==> src/rtl/pwm_steer_pkg.sv <==
package pwm_steer_pkg;

  localparam int unsigned PIN_CNT = 4;
  localparam int unsigned REG_BITS = 8;

  typedef enum logic {
    UPD_NOW    = 1'b0,
    UPD_PERIOD = 1'b1
  } upd_mode_e;

  typedef enum logic {
    SD_RUN  = 1'b0,
    SD_HOLD = 1'b1
  } sd_state_e;

  // even pins follow pol[1], odd pins follow pol[0]
  function automatic logic pin_invert(input int unsigned idx, input logic [1:0] pol);
    return (idx % 2 == 0) ? pol[1] : pol[0];
  endfunction

endpackage

==> src/rtl/pwm_steer_regs.sv <==
module pwm_steer_regs
  import pwm_steer_pkg::*;
#(
  parameter int unsigned NPINS  = PIN_CNT,
  parameter int unsigned REG_W  = REG_BITS,
  parameter logic [NPINS-1:0] RST_EN = 1
) (
  input  logic             clk_i,
  input  logic             rst_ni,
  input  logic             wr_en_i,
  input  logic [REG_W-1:0] wr_data_i,
  input  logic             period_start_i,
  output logic [REG_W-1:0] rd_data_o,
  output logic [NPINS-1:0] act_o,
  output logic             pend_o
);
  localparam int unsigned SYNC_BIT = NPINS;

  logic [NPINS-1:0] en_q, shadow_q, act_q;
  logic             sync_q, pend_q;
  upd_mode_e        wr_mode;

  assign wr_mode = upd_mode_e'(wr_data_i[SYNC_BIT]);

  always_ff @(posedge clk_i or negedge rst_ni) begin
    if (!rst_ni) begin
      en_q   <= RST_EN;
      sync_q <= 1'b0;
    end else if (wr_en_i) begin
      en_q   <= wr_data_i[NPINS-1:0];
      sync_q <= wr_data_i[SYNC_BIT];
    end
  end

  always_ff @(posedge clk_i or negedge rst_ni) begin
    if (!rst_ni) begin
      act_q    <= RST_EN;
      shadow_q <= RST_EN;
      pend_q   <= 1'b0;
    end else if (wr_en_i && wr_mode == UPD_NOW) begin
      act_q  <= wr_data_i[NPINS-1:0];
      pend_q <= 1'b0;
    end else begin
      if (pend_q && period_start_i) begin
        act_q  <= shadow_q;
        pend_q <= 1'b0;
      end
      if (wr_en_i) begin
        shadow_q <= wr_data_i[NPINS-1:0];
        pend_q   <= 1'b1;
      end
    end
  end

  always_comb begin
    rd_data_o                = '0;
    rd_data_o[NPINS-1:0]     = en_q;
    rd_data_o[SYNC_BIT]      = sync_q;
  end

  assign act_o  = act_q;
  assign pend_o = pend_q;

endmodule

==> src/rtl/pwm_steer_shutdown.sv <==
module pwm_steer_shutdown
  import pwm_steer_pkg::*;
(
  input  logic clk_i,
  input  logic rst_ni,
  input  logic shutdown_i,
  input  logic period_start_i,
  output logic sd_eff_o
);
  sd_state_e state_q, state_d;

  always_comb begin
    state_d = state_q;
    if (shutdown_i)          state_d = SD_HOLD;
    else if (period_start_i) state_d = SD_RUN;
  end

  always_ff @(posedge clk_i or negedge rst_ni) begin
    if (!rst_ni) state_q <= SD_RUN;
    else         state_q <= state_d;
  end

  assign sd_eff_o = shutdown_i || (state_q == SD_HOLD);

endmodule

==> src/rtl/pwm_steer_pinmux.sv <==
module pwm_steer_pinmux
  import pwm_steer_pkg::*;
#(
  parameter int unsigned NPINS = PIN_CNT
) (
  input  logic             clk_i,
  input  logic             rst_ni,
  input  logic [NPINS-1:0] steer_i,
  input  logic [1:0]       pol_i,
  input  logic             pwm_i,
  input  logic             sd_eff_i,
  input  logic [NPINS-1:0] port_i,
  output logic [NPINS-1:0] pin_o
);
  for (genvar g = 0; g < NPINS; g++) begin : g_pin
    logic inv, mod_lvl, nxt, pin_q;

    assign inv     = pin_invert(g, pol_i);
    assign mod_lvl = sd_eff_i ? inv : (pwm_i ^ inv);
    assign nxt     = steer_i[g] ? mod_lvl : port_i[g];

    always_ff @(posedge clk_i or negedge rst_ni) begin
      if (!rst_ni) pin_q <= 1'b0;
      else         pin_q <= nxt;
    end

    assign pin_o[g] = pin_q;
  end

endmodule

==> src/rtl/pwm_steer.sv <==
module pwm_steer
  import pwm_steer_pkg::*;
#(
  parameter int unsigned NPINS = PIN_CNT,
  parameter int unsigned REG_W = REG_BITS
) (
  input  logic             clk_i,
  input  logic             rst_ni,
  input  logic             wr_en_i,
  input  logic [REG_W-1:0] wr_data_i,
  output logic [REG_W-1:0] rd_data_o,
  input  logic             single_mode_i,
  input  logic [1:0]       pol_i,
  input  logic             pwm_i,
  input  logic             period_start_i,
  input  logic             shutdown_i,
  input  logic [NPINS-1:0] port_i,
  output logic [NPINS-1:0] pin_o
);
  logic [NPINS-1:0] act_w, steer_w;
  logic             pend_w, sd_eff_w;

  pwm_steer_regs #(.NPINS(NPINS), .REG_W(REG_W)) i_regs (
    .clk_i          (clk_i),
    .rst_ni         (rst_ni),
    .wr_en_i        (wr_en_i),
    .wr_data_i      (wr_data_i),
    .period_start_i (period_start_i),
    .rd_data_o      (rd_data_o),
    .act_o          (act_w),
    .pend_o         (pend_w)
  );

  pwm_steer_shutdown i_sd (
    .clk_i          (clk_i),
    .rst_ni         (rst_ni),
    .shutdown_i     (shutdown_i),
    .period_start_i (period_start_i),
    .sd_eff_o       (sd_eff_w)
  );

  assign steer_w = single_mode_i ? act_w : '0;

  pwm_steer_pinmux #(.NPINS(NPINS)) i_mux (
    .clk_i    (clk_i),
    .rst_ni   (rst_ni),
    .steer_i  (steer_w),
    .pol_i    (pol_i),
    .pwm_i    (pwm_i),
    .sd_eff_i (sd_eff_w),
    .port_i   (port_i),
    .pin_o    (pin_o)
  );

endmodule

==> config.mk <==
export PLATFORM = sky130hd
export DESIGN_NAME = pwm_steer
export DESIGN_NICKNAME = d
export VERILOG_FILES = /design/src/rtl/pwm_steer_pkg.sv /design/src/rtl/pwm_steer_regs.sv /design/src/rtl/pwm_steer_shutdown.sv /design/src/rtl/pwm_steer_pinmux.sv /design/src/rtl/pwm_steer.sv
export SDC_FILE = /design/constraint.sdc
export NUM_CORES = 1
export LEC_CHECK = 0
export ABC_AREA = 0
export CAP_MARGIN = 10
export CORE_MARGIN = 1.5
export CORE_UTILIZATION = 53
export DETAILED_ROUTE_END_ITERATION = 12
export DONT_BUFFER_PORTS = 1
export HOLD_SLACK_MARGIN = 0.08
export PLACE_DENSITY_LB_ADDON = 0.25
export RECOVER_POWER = 50
export SYNTH_ARGS = -nofsm -noshare
export SYNTH_HDL_FRONTEND = slang
export SYNTH_SLANG_ARGS = --single-unit
export TNS_END_PERCENT = 100
==> constraint.sdc <==
create_clock -name clk_i -period 0.98 [get_ports clk_i]
set_input_delay 0.245 -clock clk_i [delete_from_list [all_inputs] [get_ports clk_i]]
set_output_delay 0.245 -clock clk_i [all_outputs]
set_load 0.05 [all_outputs]
# Word level (Yosys, flattened, before mapping)
# Index checks and enable logic that the tools add are counted.
# Widths: inputs -> output; s select.
[op_classes]
muxes = 14
bitwise_logic = 4
reduce_logical = 7
[ops]
columns = ["op", "n"]
rows = [
  ["$mux 4", 3],
  ["$mux 1", 11],
  ["$reduce_bool 2->1", 2],
  ["$reduce_bool 3->1", 1],
  ["$logic_and 1x1->1", 2],
  ["$not 1->1", 2],
  ["$reduce_and 2->1", 1],
  ["$xor 1x1->1", 2],
  ["$logic_or 1x1->1", 1],
]
[totals]
ff_bits = 19
in_bits = 21
out_inout_bits = 12
elab_cells = 35

# Longest topological paths before layout
# Gate-level depths: netlist of run 1.
[logic_depth]
word_depth = 4
mapped_depth = 5
ltp_nobuf = 3

# Modules after synthesis
# A second synthesis of run 1 with hierarchy kept.
[unflattened]
cells_unflattened = 85
hier_area_um2 = 984.7
[by_module_without_submodules]
columns = ["module", "instances", "cells_each", "area_per_inst_um2", "seq_area_each_um2"]
rows = [
  ["pwm_steer_regs", 1, 52, 661.9, 354.1],
  ["pwm_steer_pinmux", 1, 25, 254.0, 100.1],
  ["pwm_steer_shutdown", 1, 4, 43.8, 25.0],
  ["pwm_steer", 1, 4, 25.0, 0.0],
]

# Least setup slack after synthesis of run 1
# No wires, ideal clock.
[synth_path]
kind = "flip-flop to flip-flop"
from = "register i_regs.en_q[1] (netlist name)"
to = "register i_regs.en_q[1]"
setup_time_ns = 0.125
arrival_ns = 0.863
required_time_ns = 0.855
path_slack_ns = -0.008
path_stages_with_launch = 2
n_path_buf = 0
synth_period_minus_slack_ns = 0.988
cell_sequence = "dfrtp_1 mux2_2"
[synth_lines]
columns = ["element", "line_no", "rtl"]
rows = [
  ["end signal: assignment", "pwm_steer_regs.sv:30", "en_q <= wr_data_i[NPINS-1:0];"],
  ["end: declaration", "pwm_steer_regs.sv:19", "logic [NPINS-1:0] en_q, shadow_q, act_q;"],
]

# Final worst setup path of run 1
[layout_path]
from = "register i_regs.en_q[0]"
to = "output port rd_data_o[0]"
[layout_lines]
columns = ["element", "line_no", "rtl"]
rows = [
  ["end: declaration", "pwm_steer.sv:11", "output logic [REG_W-1:0] rd_data_o,"],
]
# No word-level cell between the ends.

==> results of run 1 <==
==> synth_stat cells <==
| library cell | number | share of area [%] |
|---|---|---|
| dfrtp_1 | 16 | 47 |
| nand2_1 | 7 | 3.1 |
| buf_1 | 1 | 0.44 |
| mux2_2 | 8 | 11 |
| conb_1 | 1 | 0.44 |
| a31oi_1 | 4 | 2.9 |
| clkbuf_2 | 1 | 0.59 |
| o21ai_0 | 6 | 3.5 |
| dfstp_2 | 3 | 9.3 |
| a21o_2 | 1 | 1.0 |
| nor2b_1 | 1 | 0.74 |
| nor3b_4 | 1 | 2.2 |
| xnor2_1 | 2 | 2.1 |
| a21oi_1 | 4 | 2.4 |
| mux2i_1 | 4 | 4.7 |
| buf_4 | 9 | 8.0 |
| inv_1 | 2 | 0.88 |
==> layer usage <==
metal	vias to the layer above	part of all wire, %	GRT usage, %
met3	5	7.2	3.83
met2	22	51	32.4
li1	257	-	-
met1	264	38	18.1
met5	-	0	0
met4	0	3.2	14.5
==> stage by stage <==
| stage | cells | area (µm²) | power, W | hold slack [ps] | utilization [%] |
|---|---|---|---|---|---|
| final | 100 | 1110 | 0.00187 | 80.4 | 73.7 |
| after global routing | 100 | 1110 | 0.00195 | 82.9 | 73.7 |
| after CTS | 98 | 1090 | 0.00189 | 80.3 | 72.4 |
| after detailed placement | 86 | 967 | 0.00145 | -50.3 | 64.2 |
| after global placement | 86 | 967 | 0.00144 | -50.3 | 64.2 |
| after floorplan | 73 | 863 | 0.00131 | -50.6 | - |
==> power breakdown <==
group | internal (W) | total [W] | switching, W
Clock | 0.000159 | 0.000377 | 0.000219
Combinational | 0.000253 | 0.000501 | 0.000248
Sequential | 0.000898 | 0.000988 | 0.0000901
==> flip-flops by register name, indices dropped and copies added, names as in the netlist <==
register	flops
i_mux.g_pin.pin_q	4
i_regs.en_q	4
i_sd.state_q	1
i_regs.shadow_q	4
i_regs.pend_o	1
i_regs.act_o	4
i_regs.sync_q	1
==> how the worst min path moves through the flow <==
stage | slack [ps] | depth (start not counted) | end | start
after floorplan | -50 | 0 | i_mux.g_pin[0].pin_q$_DFF_PN0_ | rst_ni
after global placement | -50 | 0 | i_regs.en_q[3]$_DFFE_PN0P_ | rst_ni
after detailed placement | -50 | 0 | i_regs.en_q[3]$_DFFE_PN0P_ | rst_ni
after CTS | 80 | 1 | i_regs.en_q[2]$_DFFE_PN0P_ | wr_data_i[2]
after global routing | 80 | 1 | i_regs.en_q[1]$_DFFE_PN0P_ | wr_data_i[1]
final | 80 | 1 | i_regs.shadow_q[3]$_DFFE_PN0P_ | rst_ni
==> area by class of cell <==
type / count / area (µm²)
repair buffers: 18 / 254
fillers: 101 / 397
clock buffers: 4 / 26.3
flip-flops and latches: 19 / 483
well taps: 16 / 20.0
inverters: 2 / 7.51
multi-input cells: 41 / 319
==> what timing repair did <==
action	in CTS	in global routing
gates resized for setup	3	4
hold endpoints to repair	30	2
hold buffers	8	2
endpoints found under the setup margin	15	34
pin swaps	1	1
==> kinds of logic (layout without fill, tap and decap cells) <==
logic type      count (synthesis)  after routing  synth area share, %
compound gates                 15             15                 9.87
xor+xnor                        2              2                 2.06
buf+inv                        13             24                 9.87
flops                          19             19                 56.4
mux                            12             12                 15.3
other cells                     1              3                0.441
simple gates                    9              9                 6.04
==> out/qor.csv, run 1 <==
metric,value,unit
status,"finished, violations left",
failing checks,negative setup slack,
CTS sink cnt,19,
total gr overflow,0,
min-delay worst type,in2async,
Core Rows,14,
remaining antenna violation count,0,
Crit Path Max Fanout,2,
Post-Place Setup Slack,-72.3,ps
pin count of the biggest net entering global routing,20,
Clock Skew,3.60,ps
required time worst endpoint,730,ps
CTS Buf Count,3,
Fin. Hold Viols,0,
CTS H-tree lvls,1,
Max VDD drop,1.15,mV
FF-to-FF End,i_mux.g_pin[0].pin_q$_DFF_PN0_,
average routed wire per standard cell,14.3,µm
min Tclk post-route,1240,ps
fin worst setup slack,-258,ps
Yosys reg bits,19,
Worst setup endpoint,rd_data_o[0],
Tcrit/Tclk final,126,%
Critical Path AT,990,ps
cell area after synthesis,850,µm²
critical path launch point type,flop,
DIE AREA,1850,µm²
Syn Inst Count,71,
Sum Neg Setup Slack,-1650,ps
initial antenna violation count,0,
Pleak,0.496,nW
FF-to-FF Start,i_sd.state_q$_DFFE_PN0P_,
worst slew pin tran,985,ps
max_cap viols,0,
Initial DRT Pass Iterations,2,
Die Y-Extent,43.0,µm
DRC Markers,0,
via/cell ratio,5.48,
first-pass GRT wire length,2340,µm
post-synth cell types,17,
Final Routed Wirelength,1430,µm
"leading cell type in the layout, fill and taps excluded",dfrtp_1,
CTS root buf,clkbuf_4,
"Reg clk slew, reported paths",100,ps
Top-Level Pins,33,
GRT Total Usage,18.3,%
R2R depth,3,
Ant. Diodes,0,
Starting Density,56.4,%
FMAX,808,MHz
DRT iter0 DRCs,6,
Die Wd,43.0,µm
routability cong.,0.744,
Clock Tree Buf Depth,2,
area delta synth->final,30.6,%
Max Slew Vio Count,0,
Core ar.,1510,µm²
Final Setup Violations,13,
Setup crit end kind,output pin,
internal reg-to-reg setup slack,-90,ps
synthesis warning total,0,
vias after detailed routing,548,
Worst slew margin,34.3,%
Post-CTS Repair Setup Buffers,0,
power per cell area,1680,nW/µm²
clock latency on the worst-skew pair,290,ps
"Seq/Total Area, Yosys",56.4,%
critical path depth in cells,0,
RSZ-0062 raised after global routing,yes,
Final nets,106,
Syn Area/Cell,12.0,µm²
port buffer count,0,
vias in the first global route,579,
kind of critical path,reg2out,
CP startpoint,i_regs.en_q[0]$_DFFE_PN1P_,
TritonCTS clock tree,done,
share of cells above drive strength 1,36.9,%
"commonest cells after routing, fill and taps aside","dfrtp_1 (13), dlygate4sd3_1 (9), mux2_2 (8), buf_12 (8), nand2_1 (5)",
(Power assumes the default switching activity.)
==> run 2, diff against run 1 <==
CORE_UTILIZATION = 57   (was 53)
CTS_BUF_LIST = sky130_fd_sc_hd__clkbuf_8   (was not set)
==> run 2 against run 1 <==
Against the previous run: the flow still finishes with violations (negative setup slack); highest routed layer unchanged; clock power increased by 38%; setup slack better by 50 ps; sequential power rose by 0.4%; via count shrank 4.9%; non-clock buffer count is 6 lower; critical path depth is the same; cell area is 4.3% lower; routed wire length down 2.8%; combinational power decreased by 4.0%; sequential share of layout area grew 1.9 points; clock skew decreased by 1.3 ps.
==> out/qor.csv, run 2 (same netlist as run 1, synthesis figures left out) <==
metric,value,unit,change
status,"finished, violations left",,
failing checks,negative setup slack,,
FMAX,842,MHz,+4.2%
"Reg clk slew, reported paths",60,ps,-40 ps
WL met1,545,µm,+0.74%
share of cells above drive strength 1,39.7,%,+2.8 points
CTS Buf Count,3,,unchanged
Top-Level Pins,33,,unchanged
required time worst endpoint,730,ps,about the same
min Tclk post-route,1190,ps,-49.8 ps
Clock Skew,2.31,ps,-1.29 ps
area delta synth->final,25.0,%,
max_cap viols,0,,unchanged
first-pass GRT wire length,2360,µm,+0.86%
Starting Density,62.9,%,+6.5 points
CTS root buf,clkbuf_8,,
switching power,0.000579,W,+3.9%
Ant. Diodes,0,,unchanged
Flop pwr share,49.8,%,-3.1 points
Die Y-Extent,41.6,µm,-3.3%
RSZ-0062 raised after global routing,yes,,
DRC Markers,0,,unchanged
Crit Path Max Fanout,2,,unchanged
clock share of power,26.1,%,+5.9 points
power per cell area,1880,nW/µm²,+12%
CTS H-tree lvls,1,,unchanged
post-detail-place hpwl,1030,µm,
GRT Total Usage,18.6,%,+0.26 points
Sum Neg Setup Slack,-1190,ps,+457 ps
min-delay worst type,in2reg,,
Final nets,100,,-5.7%
total gr overflow,0,,unchanged
Switching Share,29.0,%,-0.80 points
remaining antenna violation count,0,,unchanged
DRT iter0 DRCs,4,,-2
routability cong.,0.769,,+3.4%
vias in the first global route,557,,-3.8%
Critical Path AT,940,ps,-50 ps
CTS sink cnt,19,,unchanged
top sig layer,met4,,
Clock Tree Buf Depth,2,,unchanged
Final Routed Wirelength,1390,µm,-2.8%
Area after DPL,966,µm²,-0.13%
via/cell ratio,5.60,,+2.2%
"commonest cells after routing, fill and taps aside","dfrtp_1 (13), mux2_2 (8), buf_12 (8)",,
Max VDD drop,1.23,mV,+6.7%
Initial DRT Pass Iterations,4,,+2
TritonCTS clock tree,done,,
Fin. Hold Viols,0,,unchanged
cell area after layout,1060,µm²,-4.3%
Max Slew Vio Count,0,,unchanged
average routed wire per standard cell,14.9,µm,+4.5%
kind of critical path,reg2out,,
vias after detailed routing,521,,-4.9%
worst slew pin tran,968,ps,-16.9 ps
critical path launch point type,flop,,
met2 wire len,693,µm,-5.6%
initial antenna violation count,0,,unchanged
Core ar.,1350,µm²,-10%
"leading cell type in the layout, fill and taps excluded",dfrtp_1,,
Final Setup Violations,13,,unchanged
Tcrit/Tclk final,121,%,-5.1 points
Worst slew margin,35.5,%,+1.1 points
met3 routed WL,133,µm,+29%
fin worst setup slack,-208,ps,+49.8 ps
port buffer count,0,,unchanged
Pleak,0.477,nW,-3.9%
Layout Cells excl Fill,93,,-7.0%
pin count of the biggest net entering global routing,20,,unchanged
Core Rows,13,,-1
clock latency on the worst-skew pair,250,ps,-40 ps
placed cell count,85,,-1.2%
Setup crit end kind,output pin,,
DIE AREA,1730,µm²,-6.5%
Die Wd,41.6,µm,-3.3%
combinational power share,24.1,%,-2.7 points
total internal power,0.00141,W,+8.0%
run 2: changes by cell type in the layout (fill, tap and decap cells not counted):
cell | previous run | this run
clkbuf_1 | 2 | 1
clkbuf_4 | 3 | 0
clkbuf_8 | 0 | 3
dlygate4sd3_1 | 9 | 3
inv_1 | 2 | 3
nand2_2 | 1 | 2
nand2_4 | 1 | 0
run 2: worst paths after layout:
check                                            start                             end  slack, ps  depth (start not counted)
max in group asynchronous                       rst_ni      i_regs.en_q[1]$_DFFE_PN0P_        200                          1
min                                      single_mode_i  i_mux.g_pin[0].pin_q$_DFF_PN0_        100                          1
max reg2reg                   i_sd.state_q$_DFFE_PN0P_  i_mux.g_pin[2].pin_q$_DFF_PN0_        -90                          3
min in group asynchronous                       rst_ni  i_mux.g_pin[1].pin_q$_DFF_PN0_        120                          1
min reg2reg                i_regs.act_o[1]$_DFFE_PN0P_  i_mux.g_pin[1].pin_q$_DFF_PN0_        500                          1
max                         i_regs.en_q[0]$_DFFE_PN1P_                    rd_data_o[0]       -210                          0
run 2: area by class of cell:
class	count	area, µm²
clock buffers	3	41.3
flip-flops and latches	19	483
inverters	2	7.51
multi-input cells	41	314
clock inverters	1	3.75
repair buffers	12	194
fillers	82	288
well taps	15	18.8
run 2: through the flow:
stage	hold WS, ps	utilization [%]	power, W	setup WS, ps
floorplan	-50.6	-	0.00131	9.64
detailed placement	-50.2	71.5	0.00146	-73.9
CTS	82.8	78.4	0.00202	-218
global route	92.9	78.7	0.00208	-234
finish	98.7	78.7	0.00199	-208
global placement	-50.1	71.5	0.00144	-45.6
run 2: power by group through the flow:
| stage | logic, W | registers (W) | clock network, W |
|---|---|---|---|
| after global placement | 0.000438 | 0.000999 | 0 |
| final | 0.000481 | 0.000992 | 0.000520 |
| after global routing | 0.000505 | 0.00101 | 0.000570 |
| after detailed placement | 0.000449 | 0.00101 | 0 |
| after floorplan | 0.000293 | 0.00101 | 0 |
| after CTS | 0.000481 | 0.000993 | 0.000542 |
run 2: timing repair:
item | 4_1_cts | 5_1_grt
setup buffers | 0 | 0
gates cloned | 0 | 0
pin swaps | 1 | 2
setup endpoints to repair | 16 | 34
resized for setup | 3 | 3
hold endpoints to repair | 22 | 1
hold buffers | 3 | 1
run 2: routing by layer:
metal	vias up	GRT usage, %
met5	-	0
met3	2	9.13
met1	242	19.0
met4	0	8.39
met2	29	31.6
li1	248	-
==> run 3, diff against run 2 <==
CORE_UTILIZATION = 63   (was 57)
clock period = 1.1 ns   (was 0.98 ns; I/O delays follow)
==> run 3 against run 2 <==
Against the previous run: total power down 14%; the flow still finishes with violations (negative setup slack); critical path type unchanged; worst hold slack better by 8.5 ps; die area down 8.9%.
==> out/qor.csv, run 3 (same netlist as run 1, synthesis figures left out) <==
metric,value,unit,change
status,"finished, violations left",,
failing checks,negative setup slack,,
fill count,78,,-4.9%
total internal power,0.00120,W,-15%
multi-input logic area,309,µm²,-1.6%
"Reg clk slew, reported paths",70,ps,about the same
Final Setup Violations,3,,-10
CTS sink cnt,19,,unchanged
kind of critical path,reg2out,,
min-delay worst type,in2reg,,
RSZ-0062 raised after global routing,yes,,
Ant. Diodes,0,,unchanged
via/cell ratio,5.41,,-3.5%
min Tclk post-route,1220,ps,
Top-Level Pins,33,,unchanged
clock latency on the worst-skew pair,260,ps,about the same
worst slew pin tran,957,ps,-11.4 ps
critical path launch point type,flop,,
routability cong.,0.774,,+0.70%
CTS Buf Count,3,,unchanged
Final Routed Wirelength,1300,µm,-6.1%
Sum Neg Setup Slack,-185,ps,+1010 ps
hold path cells,1,,unchanged
switching power,0.000505,W,-13%
internal reg-to-reg setup slack,30,ps,+120 ps
port buffer count,0,,unchanged
GRT Total Usage,20.5,%,+1.9 points
max_cap viols,0,,unchanged
Worst slew margin,36.2,%,+0.76 points
average routed wire per standard cell,14.3,µm,-4.0%
hold slack final,107,ps,+8.53 ps
share of cells above drive strength 1,35.5,%,-4.2 points
Switching Share,29.6,%,+0.51 points
Crit Path Max Fanout,2,,unchanged
TritonCTS clock tree,done,,
Fin. Hold Viols,0,,unchanged
DRT iter0 DRCs,8,,+4
required time worst endpoint,820,ps,+90 ps
first-pass GRT wire length,1970,µm,-17%
FMAX,819,MHz,
vias after detailed routing,492,,-5.6%
Core ar.,1280,µm²,-4.8%
"leading cell type in the layout, fill and taps excluded",dfrtp_1,,
Max Slew Vio Count,0,,unchanged
post-detail-place hpwl,973,µm,-5.8%
Sequential Area,479,µm²,-0.78%
"commonest cells after routing, fill and taps aside","dfrtp_1 (16), mux2_2 (8), nand2_1 (7)",,
total gr overflow,0,,unchanged
Final nets,98,,-2.0%
Critical Path AT,950,ps,about the same
Tcrit/Tclk final,111,%,
clock share of power,27.5,%,+1.4 points
Max VDD drop,1.37,mV,+12%
DRC Markers,0,,unchanged
Core Rows,13,,unchanged
Initial DRT Pass Iterations,4,,unchanged
DIE AREA,1580,µm²,-8.9%
critical path depth in cells,0,,unchanged
Clock Tree Buf Depth,2,,unchanged
combinational power share,20.9,%,-3.2 points
pin count of the biggest net entering global routing,20,,unchanged
fin worst setup slack,-121,ps,+87.5 ps
CTS root buf,clkbuf_8,,
vias in the first global route,471,,-15%
Pleak,0.451,nW,-5.3%
Flop pwr share,51.6,%,+1.8 points
CTS H-tree lvls,1,,unchanged
Setup crit end kind,output pin,,
power per cell area,1740,nW/µm²,-7.0%
remaining antenna violation count,0,,unchanged
Layout Utilization,76.2,%,-2.4 points
area delta synth->final,15.3,%,
initial antenna violation count,0,,unchanged
Clock Skew,2.04,ps,-0.268 ps
Die Wd,39.7,µm,-4.5%
Starting Density,66.1,%,+3.2 points
R2R depth,3,,unchanged
Die Y-Extent,39.7,µm,-4.5%
==> run 3: worst reg2reg max path, stage by stage (launching register included) <==
cell     delay [ps]
dfrtp_1         400
nor3b_4         290
xnor2_2         160
a31oi_1         100
==> run 3: through the flow <==
step | setup slack [ps] | instances | cell area [µm²] | total power [W]
2_1_floorplan | 82.0 | 73 | 857 | 0.00116
3_3_place_gp | 83.4 | 85 | 897 | 0.00121
3_5_place_dp | 52.3 | 85 | 897 | 0.00122
4_1_cts | -124 | 90 | 953 | 0.00170
5_1_grt | -142 | 91 | 980 | 0.00179
6_report | -121 | 91 | 980 | 0.00171
==> run 3: metal layers <==
metal	share of wire [%]	wire, µm	vias up	GRT usage [%]
met4	2.8	36	0	12.9
met1	42	544	219	22.0
met5	0	0	-	0
met3	9.1	118	4	9.09
met2	46	602	25	32.4
li1	-	-	244	-
==> run 3: power groups by stage <==
stage                     combinational [W]  clock, W  sequential [W]
after floorplan                    0.000260         0        0.000900
after global placement             0.000321         0        0.000888
after detailed placement           0.000329         0        0.000892
after CTS                          0.000346  0.000479        0.000881
after global routing               0.000386  0.000506        0.000894
final                              0.000357  0.000470        0.000882
==> run 3: worst paths after layout <==
path                                             start                             end
hold reg to reg            i_regs.act_o[3]$_DFFE_PN0P_  i_mux.g_pin[3].pin_q$_DFF_PN0_
min in group asynchronous                       rst_ni  i_mux.g_pin[1].pin_q$_DFF_PN0_
max in group asynchronous                       rst_ni       i_regs.pend_o$_DFFE_PN0P_
setup reg to reg              i_sd.state_q$_DFFE_PN0P_  i_mux.g_pin[1].pin_q$_DFF_PN0_
hold / removal                           single_mode_i  i_mux.g_pin[3].pin_q$_DFF_PN0_
setup / recovery            i_regs.en_q[0]$_DFFE_PN1P_                    rd_data_o[0]
==> run 3: final cells by class <==
type                       count  share of cell area [%]
sequential                    19                    48.9
multi-input combinational     41                    31.5
timing repair buffer          10                    12.3
clock buffer                   3                    4.21
tap                           15                    1.92
inverter                       2                   0.766
clock inverter                 1                   0.383
==> run 3: repair_timing <==
action                                  CTS  global route
hold endpoints to repair                 19             0
resized for setup                         1             6
setup buffers                             0             1
hold buffers                              1             0
endpoints found under the setup margin    5            30
